**config.mk**
```make
export PLATFORM = sky130hd
export DESIGN_NAME = mxu_multiplier
export DESIGN_NICKNAME = d
export VERILOG_FILES = /design/src/rtl/mxu_pkg.sv /design/src/rtl/mxu_ctrl.sv /design/src/rtl/mxu_datapath.sv /design/src/rtl/mxu_multiplier.sv
export SDC_FILE = /design/constraint.sdc
export NUM_CORES = 2
export LEC_CHECK = 0
export BUFFER_PORTS_ARGS = -buffer_cell sky130_fd_sc_hd__buf_2
export CAP_MARGIN = 40
export CELL_PAD_IN_SITES_DETAIL_PLACEMENT = 1
export CELL_PAD_IN_SITES_GLOBAL_PLACEMENT = 1
export CORE_MARGIN = 8
export CORE_UTILIZATION = 44
export CTS_CLUSTER_SIZE = 40
export DETAILED_ROUTE_END_ITERATION = 12
export GPL_TIMING_DRIVEN = 0
export PLACE_DENSITY_LB_ADDON = 0.1
export SYNTH_ARGS = -nofsm -noshare
export SYNTH_HDL_FRONTEND = slang
export SYNTH_SLANG_ARGS = --single-unit
export TNS_END_PERCENT = 100
```
**constraint.sdc**
```tcl
create_clock -name clk -period 5.2 [get_ports clk]
set_clock_uncertainty 0.2 [all_clocks]
set_input_delay 0 -clock clk [delete_from_list [all_inputs] [get_ports clk]]
set_output_delay 0 -clock clk [all_outputs]
set_load 0.03 [all_outputs]
```
**src/rtl/mxu_pkg.sv**
```systemverilog
package mxu_pkg;

  localparam int OPD_W  = 64;
  localparam int PROD_W = 128;
  localparam int CNT_W  = 8;

  typedef struct packed {
    logic load;
    logic step;
    logic finish;
  } mulCtrlT;

  // Result width in bits for a given product type and operand width.
  function automatic logic [CNT_W-1:0] resultBits(input logic [1:0] m, input logic [1:0] w);
    logic [CNT_W-1:0] r;
    if (w[1])          r = 8'd128;
    else if (w == 2'd0) r = (m == 2'd0) ? 8'd16 : 8'd32;
    else                r = (m == 2'd0) ? 8'd32 : 8'd64;
    return r;
  endfunction

endpackage

```
**src/rtl/mxu_ctrl.sv**
```systemverilog
module mxu_ctrl
  import mxu_pkg::*;
#(
  parameter int DIG_W = 4
) (
  input  logic       clk,
  input  logic       rstN,
  input  logic       start,
  input  logic [1:0] mode,
  input  logic [1:0] width,
  output mulCtrlT    ctl,
  output logic       busy
);

  localparam int SHIFT = $clog2(DIG_W);

  typedef enum logic [1:0] {ST_IDLE, ST_RUN, ST_FIN} stateT;

  stateT            stateR;
  logic [CNT_W-1:0] cntR;
  logic [CNT_W-1:0] digits;

  assign digits = resultBits(mode, width) >> SHIFT;

  always_comb begin
    ctl        = '0;
    ctl.load   = (stateR == ST_IDLE) && start;
    ctl.step   = (stateR == ST_RUN);
    ctl.finish = (stateR == ST_FIN);
  end

  assign busy = (stateR != ST_IDLE);

  always_ff @(posedge clk or negedge rstN) begin
    if (!rstN) begin
      stateR <= ST_IDLE;
      cntR   <= '0;
    end else begin
      case (stateR)
        ST_IDLE: if (start) begin
          stateR <= ST_RUN;
          cntR   <= digits - 1'b1;
        end
        ST_RUN: begin
          if (cntR == '0) stateR <= ST_FIN;
          else            cntR   <= cntR - 1'b1;
        end
        default: stateR <= ST_IDLE;
      endcase
    end
  end

  AST_ONE_STROBE: assert property (@(posedge clk) disable iff (!rstN)
    $onehot0({ctl.load, ctl.step, ctl.finish}));
  AST_RUN_CONTINUES: assert property (@(posedge clk) disable iff (!rstN)
    (stateR == ST_RUN && cntR != '0) |=> (stateR == ST_RUN));
  AST_START_IGNORED: assert property (@(posedge clk) disable iff (!rstN)
    (busy && stateR != ST_FIN) |=> busy);

endmodule

```
**src/rtl/mxu_datapath.sv**
```systemverilog
module mxu_datapath
  import mxu_pkg::*;
#(
  parameter int DIG_W = 4
) (
  input  logic              clk,
  input  logic              rstN,
  input  mulCtrlT           ctl,
  input  logic [1:0]        mode,
  input  logic [1:0]        width,
  input  logic [OPD_W-1:0]  opA,
  input  logic [OPD_W-1:0]  opB,
  output logic              done,
  output logic [PROD_W-1:0] product
);

  logic [PROD_W-1:0] accR, mcandR, multR, productR;
  logic [CNT_W-1:0]  resBitsR;
  logic              doneR;
  logic [PROD_W-1:0] extA, extB, digitSum;
  logic              aSigned, bSigned;
  logic [PROD_W-1:0] ppTerm [DIG_W];

  function automatic logic [PROD_W-1:0] extendOp(input logic [OPD_W-1:0] v,
                                                 input logic [1:0] w, input logic sgn);
    logic [PROD_W-1:0] r;
    if (w == 2'd0)      r = {{(PROD_W-16){sgn & v[15]}}, v[15:0]};
    else if (w == 2'd1) r = {{(PROD_W-32){sgn & v[31]}}, v[31:0]};
    else                r = {{(PROD_W-OPD_W){1'b0}}, v};
    return r;
  endfunction

  function automatic logic [PROD_W-1:0] maskFor(input logic [CNT_W-1:0] bits);
    logic [PROD_W-1:0] r;
    if (bits == 8'd128) r = '1;
    else                r = (128'd1 << bits) - 128'd1;
    return r;
  endfunction

  assign aSigned = !width[1] && mode[1];
  assign bSigned = !width[1] && (mode == 2'd2);
  assign extA    = extendOp(opA, width, aSigned);
  assign extB    = extendOp(opB, width, bSigned);

  for (genvar g = 0; g < DIG_W; g++) begin : gPartial
    assign ppTerm[g] = multR[g] ? (mcandR << g) : '0;
  end

  always_comb begin
    digitSum = '0;
    for (int i = 0; i < DIG_W; i++) digitSum = digitSum + ppTerm[i];
  end

  always_ff @(posedge clk or negedge rstN) begin
    if (!rstN) begin
      accR     <= '0;
      mcandR   <= '0;
      multR    <= '0;
      resBitsR <= '0;
      productR <= '0;
      doneR    <= 1'b0;
    end else begin
      doneR <= ctl.finish;
      if (ctl.load) begin
        accR     <= '0;
        mcandR   <= extA;
        multR    <= extB;
        resBitsR <= resultBits(mode, width);
      end else if (ctl.step) begin
        accR   <= accR + digitSum;
        mcandR <= mcandR << DIG_W;
        multR  <= multR >> DIG_W;
      end
      if (ctl.finish) productR <= accR & maskFor(resBitsR);
    end
  end

  assign done    = doneR;
  assign product = productR;

  AST_DONE_PULSE: assert property (@(posedge clk) disable iff (!rstN)
    doneR |=> !doneR);
  AST_DONE_AFTER_FINISH: assert property (@(posedge clk) disable iff (!rstN)
    doneR |-> $past(ctl.finish));
  AST_TRUNC_UPPER_ZERO: assert property (@(posedge clk) disable iff (!rstN)
    (doneR && resBitsR == 8'd16) |-> (productR[PROD_W-1:16] == '0));
  AST_PRODUCT_HOLD: assert property (@(posedge clk) disable iff (!rstN)
    !doneR |-> $stable(productR));

endmodule

```
**src/rtl/mxu_multiplier.sv**
```systemverilog
module mxu_multiplier
  import mxu_pkg::*;
#(
  parameter int DIG_W = 4
) (
  input  logic          clk,
  input  logic          rstN,
  input  logic          start,
  input  logic [1:0]    mode,
  input  logic [1:0]    width,
  input  logic [63:0]   opA,
  input  logic [63:0]   opB,
  output logic          busy,
  output logic          done,
  output logic [127:0]  product
);

  mulCtrlT ctl;

  mxu_ctrl #(.DIG_W(DIG_W)) uCtrl (
    .clk(clk), .rstN(rstN), .start(start), .mode(mode), .width(width),
    .ctl(ctl), .busy(busy)
  );

  mxu_datapath #(.DIG_W(DIG_W)) uPath (
    .clk(clk), .rstN(rstN), .ctl(ctl), .mode(mode), .width(width),
    .opA(opA), .opB(opB), .done(done), .product(product)
  );

  AST_IDLE_AT_DONE: assert property (@(posedge clk) disable iff (!rstN)
    done |-> !busy);

endmodule

```
==> Yosys cells after proc, flatten, opt, wreduce, memory -nomap -nowiden <==
Cells that the tools add are included.
{ "word_totals": {"regBits": 531, "in_bits": 135, "out_inout_bits": 130, "wordCells": 68} }
{ "classes": {"n_addsub": 7, "eq_ne": 8, "shifts": 1, "mux": 26, "bitwise": 5, "n_reduce_logical": 13} }
{ "ops": {"columns": ["cell", "n"], "rows": [
  ["two-way mux 128 bit", 16],
  ["adder 128 bit", 4],
  ["AND 128 bit", 1],
  ["<< shifter 1 x 8 -> 128 bit (first input constant)", 1],
  ["subtractor 128 x 1 -> 128 bit (second input constant)", 1],
  ["two-way mux 8 bit", 4],
  ["case mux 8 bit (2 select lines)", 1],
  ["== test 8 bit (second input constant)", 1],
  ["logical NOT 8 bit", 1],
  ["subtractor 8 x 1 -> 8 bit (second input constant)", 1],
  ["two-way mux 7 bit", 1],
  ["subtractor 6 x 1 -> 7 bit (second input constant)", 1],
  ["logical NOT 2 bit", 3],
  ["two-way mux 6 bit", 1],
  ["nonzero test 2 bit", 3],
  ["AND 1 bit", 4],
  ["== test 2 x 1 -> 1 bit (second input constant)", 2],
  ["== test 2 bit (second input constant)", 2],
  ["two-way mux 2 bit", 2],
  ["!= test 2 bit (second input constant)", 2],
  ["case mux 2 bit (2 select lines)", 1],
  ["logical AND 1 bit", 3],
  ["AND reduction 3 bit", 1],
  ["!= test 2 x 1 -> 1 bit (second input constant)", 1],
  ["2 further kinds", 2]
]} }

==> Logic depth before layout (Yosys ltp) <==
{ "depth": {"word_depth": 7, "mapped_depth": 22, "mapped_depth_nobuf": 20} }

==> Cells and area by module <==
A second synthesis with hierarchy kept.
{ "unflattened": {"cells_unflattened": 5008, "area_unflattened_um2": 41686.2} }
{ "modules_own_cells": {"columns": ["module", "n_inst", "cells_each", "area_per_inst_um2", "seq_area_each_um2"], "rows": [
  ["mxu_datapath", 1, 4930, 40979.3, 11736.3],
  ["mxu_ctrl", 1, 78, 706.9, 250.2]
]} }

==> Worst setup path before layout <==
Ideal clock, no wire load.
{ "synth_path": {"kind": "register to register", "from": "reg uPath.multR[3]", "to": "reg uPath.accR[69]", "setup_time_ns": 0.069, "arrival_ns": 5.239, "t_required_ns": 4.931, "path_slack_ns": -0.308, "stages_incl_launch_ff": 21, "n_path_buf": 3, "synth_period_minus_slack_ns": 5.508, "path_cell_list": "dfrtp_1 -> clkbuf_1 -> clkbuf_1 -> clkbuf_1 -> and2_1 -> fa_1 -> fa_1 -> inv_1 -> fa_1 -> fa_1 -> nor2b_1 -> o21ai_1 -> a211o_1 -> a21oi_1 -> o2111ai_1 -> and2_4 -> o21ai_4 -> a211oi_1 -> o41a_1 -> or4_1 -> nand3_1"} }
{ "synth_via": {"elab_chain_cells": 5} }
{ "synth_rtl": {"columns": ["element", "line_no", "source"], "rows": [
  ["start: declaration", "mxu_datapath.sv:17", "logic [PROD_W-1:0] accR, mcandR, multR, productR;"],
  ["start signal: assignment", "mxu_datapath.sv:67", "multR <= extB;"],
  ["start signal: assignment", "mxu_datapath.sv:72", "multR <= multR >> DIG_W;"],
  ["two-way mux 128 bit", "mxu_datapath.sv:46", "assign ppTerm[g] = multR[g] ? (mcandR << g) : '0;"],
  ["adder 128 bit", "mxu_datapath.sv:51", "for (int i = 0; i < DIG_W; i++) digitSum = digitSum + ppTerm[i];"],
  ["adder 128 bit", "mxu_datapath.sv:70", "accR <= accR + digitSum;"],
  ["two-way mux 128 bit", "mxu_datapath.sv:69", "end else if (ctl.step) begin"],
  ["two-way mux 128 bit", "mxu_datapath.sv:64", "if (ctl.load) begin"],
  ["end signal: assignment", "mxu_datapath.sv:70", null],
  ["end: declaration", "mxu_datapath.sv:17", null]
]} }
Every way passes these cells. The select of a mux whose other input is x is not followed.
A chain may end at the register's enable or synchronous reset.

==> Worst setup path after layout <==
{ "layout_path": {"from": "reg uPath.multR[1]", "to": "reg uPath.accR[69]"} }
{ "layout_via": {"elab_chain_cells": 7} }
{ "layout_rtl": {"columns": ["element", "line_no"], "rows": [
  ["two-way mux 128 bit", "mxu_datapath.sv:46"],
  ["adder 128 bit (3 in series)", "mxu_datapath.sv:51"],
  ["adder 128 bit", "mxu_datapath.sv:70"],
  ["two-way mux 128 bit", "mxu_datapath.sv:69"],
  ["two-way mux 128 bit", "mxu_datapath.sv:64"]
]} }
Every way passes these cells. The select of a mux whose other input is x is not followed.

==> flow_summary.ini <==
[route]
highest_layer = met5
drt-total-wl_mm = 175
wl_met1_mm = 76.2
antenna_left = 0
drt_iter0_drc = 3497
wl_met3_mm = 11.7
wl_met2_mm = 78.6
drc = 0
routedWlPerCell_um = 26.5
vias = 38600
via_per_inst = 5.84
drtPass1Iterations = 8

[timing]
setup_viol = 106
fin_crit_ns = 6.20
rsz0062_at_grt = true
slew_violations = 0
setup_ws_ns = -1.00
fmax_ghz = 0.161
finalCritPeriodShare_pct = 119
finalSetupTns_ns = -58.11
relSlewSlack_pct = 33.3
worstMarginPinSlew_ns = 0.990
final_hold_viol_count = 0

[global_route]
grt_overflow = 0
grt_pass1_wl_mm = 262
grt_pass1_vias = 41100
antenna_found_initial = 18
grtUsageTotal_pct = 33.4
grt_max_degree = 97

[worst_setup_path]
r2r_start = uPath.multR[1]
crit_start = uPath.multR[1]
worst-path-max-fanout = 8
crit_arrival_ns = 6.62
start_kind = register
required_ns = 5.62
end_kind = register
crit_type = register to register

[cells_and_area]
ff_latch_area_mm2 = 0.0120
layout_common_cells = inv_1, and2_1, dfrtp_1, nand2_1, fa_1
mostFrequentLayoutCell = inv_1
drive_above_1_share_pct = 18.3
num-nets-final = 6005
fillers = 10300
multiInputGateArea_mm2 = 0.0275
syn2layout_area_growth_pct = 30.5

[floorplan]
ios = 265
start_util_pct = 44.3
chipWidth_um = 319
dieArea_mm2 = 0.102
fp-row-count = 111
die_y_um = 319
core_area_mm2 = 0.0915

[synth]
synth_edf_count = 0
synth.distinct_cells = 88
syn_area_mm2 = 0.0405
synth-seq-area-share_pct = 29.6
async_flop_share_pct = 100
synthCells = 4619
yosys_warnings = 0
syn_nets = 5263
syn_area_per_cell_um2 = 8.77
yosys_register_bits = 479
ys.flop_type = dfrtp_1

[placed_design]
io_buffer_count = 264
hpwl_mm = 128
place_congestion = 0.938

[min_path]
worstHoldPathType = primary input to register
min_from = opA[61]

[run]
maxCapViolCount = 0

[clock_tree]
cts.clk_slew.worst_paths_ns = 0.06
cts_max_level = 2
cts_buffers = 58
root_buffer = clkbuf_16
clock_sinks = 479
cts_max_path_buffers = 3
insertion_delay_ns = 0.72
tritoncts = built

[run_status]
failed_checks = setup timing
status = complete, but fails checks
worst max-delay path: stages (launching register included):
cell and delay [ns]:
dfrtp_2 0.46, clkbuf_16 0.18, clkbuf_16 0.16, and2_4 0.14, fa_1 0.52, fa_1 0.60, inv_2 0.06, fa_1 0.48
inv_2 0.11, ha_4 0.16, inv_4 0.04, fa_2 0.39, nor2b_4 0.16, o21ai_4 0.09, a211o_4 0.37, a21oi_4 0.17
o2111ai_4 0.21, and2_4 0.23, o21ai_4 0.26, a211oi_4 0.13, o41a_1 0.43, or4_1 0.43, nand3_1 0.10
state kept, by name, summed over array words and instances (netlist names):
| name | flops |
|---|---|
| uPath.accR | 128 |
| uPath.resBitsR | 4 |
| uPath.product | 128 |
| uCtrl.stateR | 2 |
| uCtrl.cntR | 8 |
| uPath.multR | 80 |
| uPath.done | 1 |
| uPath.mcandR | 128 |
per-layer routing:
| metal | global-route usage [%] | vias to the layer above |
|---|---|---|
| met5 | 0 | - |
| met1 | 46.0 | 19900 |
| met3 | 6.00 | 382 |
| li1 | - | 16900 |
| met4 | 14.5 | 2 |
| met2 | 51.8 | 1434 |
timing repair:
item,4_1_cts,5_1_grt
gates cloned,1,1
buffers inserted,67,73
pin swaps,105,119
endpoints found under the setup margin,114,108
gates resized for setup,412,222
endpoints found under the hold margin,509,0
hold buffers,265,0
stage by stage:
step | hold WS (ns) | setup WS [ns] | std cells | area [um2] | util [%]
6_report | 0.0479 | -1.00 | 6610 | 52900 | 57.8
5_1_grt | 0.0492 | -1.04 | 6605 | 52900 | 57.8
4_1_cts | 0.00223 | -0.779 | 6528 | 51300 | 56.1
3_5_place_dp | -0.261 | -2.51 | 6113 | 44100 | 48.2
3_3_place_gp | 0.0201 | -6.36 | 6069 | 43500 | 47.6
2_1_floorplan | -0.496 | -0.0326 | 4619 | 40700 | -
synth_stat cells, types with 4 or more instances:
master    count  area (um2)
inv_1       657        2470
nand3_1     192         961
o21ai_0     215        1080
nor2_1      164         616
o22ai_1      92         576
a41oi_1      20         175
a221o_1      15         150
a22o_1      115        1010
and3_1        9        56.3
nand4_1      55         344
clkbuf_1    251         942
a21oi_1     259        1300
nand2_1     434        1630
fa_1        376        7530
xnor2_1      71         622
a211oi_1     32         240
a21boi_0      7        52.6
nand2b_1     14        87.6
o21a_1       19         143
a31oi_1      40         250
o31ai_1      26         195
or3_1        13        81.3
o21ai_1      27         135
and2_1      488        3050
o311ai_0      4        35.0
a222oi_1     12         120
a22oi_1      57         428
o21bai_1     33         248
a21o_1       69         518
or4_1         6        45.0
nor2b_1      10        62.6
xor2_1       49         429
a211oi_2      5        62.6
buf_2         8        40.0
nor4_1       10        62.6
ha_1        133        1660
dfrtp_1     479       12000
buf_1        16        60.1
a211o_1       4        35.0
o211ai_1     16         120
nor3_1       35         175
or2_2         9        56.3
o221ai_1      6        52.6
area by class of cell:
cell class | count | area share [%]
clock inverters | 31 | 0.899
plain buffers | 246 | 2.46
repair buffers | 712 | 11.3
multi-input cells | 3205 | 51.9
inverters | 659 | 4.68
clock buffers | 77 | 3.13
well taps | 1186 | 2.81
flip-flops and latches | 479 | 22.7
diodes | 15 | 0.0710
cell families after synthesis:
family                     after synthesis  synth area share (%)
buffers and inverters                  935                  8.69
and+or+nand+nor                       1459                  18.3
DFF                                    479                  29.6
adders and majority gates              509                  22.7
AOI/OAI and AO/OA                     1112                  18.1
xor gates and xnor gates               120                  2.59
muxes                                    5                 0.130
worst paths after layout:
kind	endpoint	slack (ns)	depth (start not counted)
setup / recovery	uPath.accR[69]	-1.00	22
hold / removal	uPath.mcandR[61]	0.05	4
setup reg to reg	uPath.accR[69]	-1.00	22
hold reg to reg	uPath.multR[48]	0.28	2
max in group asynchronous	uPath.accR[96]	3.26	6
min in group asynchronous	uPath.product[27]	0.26	4
Power is not shown: default switching activity piles up to over one toggle a cycle in this logic, so the estimate is an artifact.
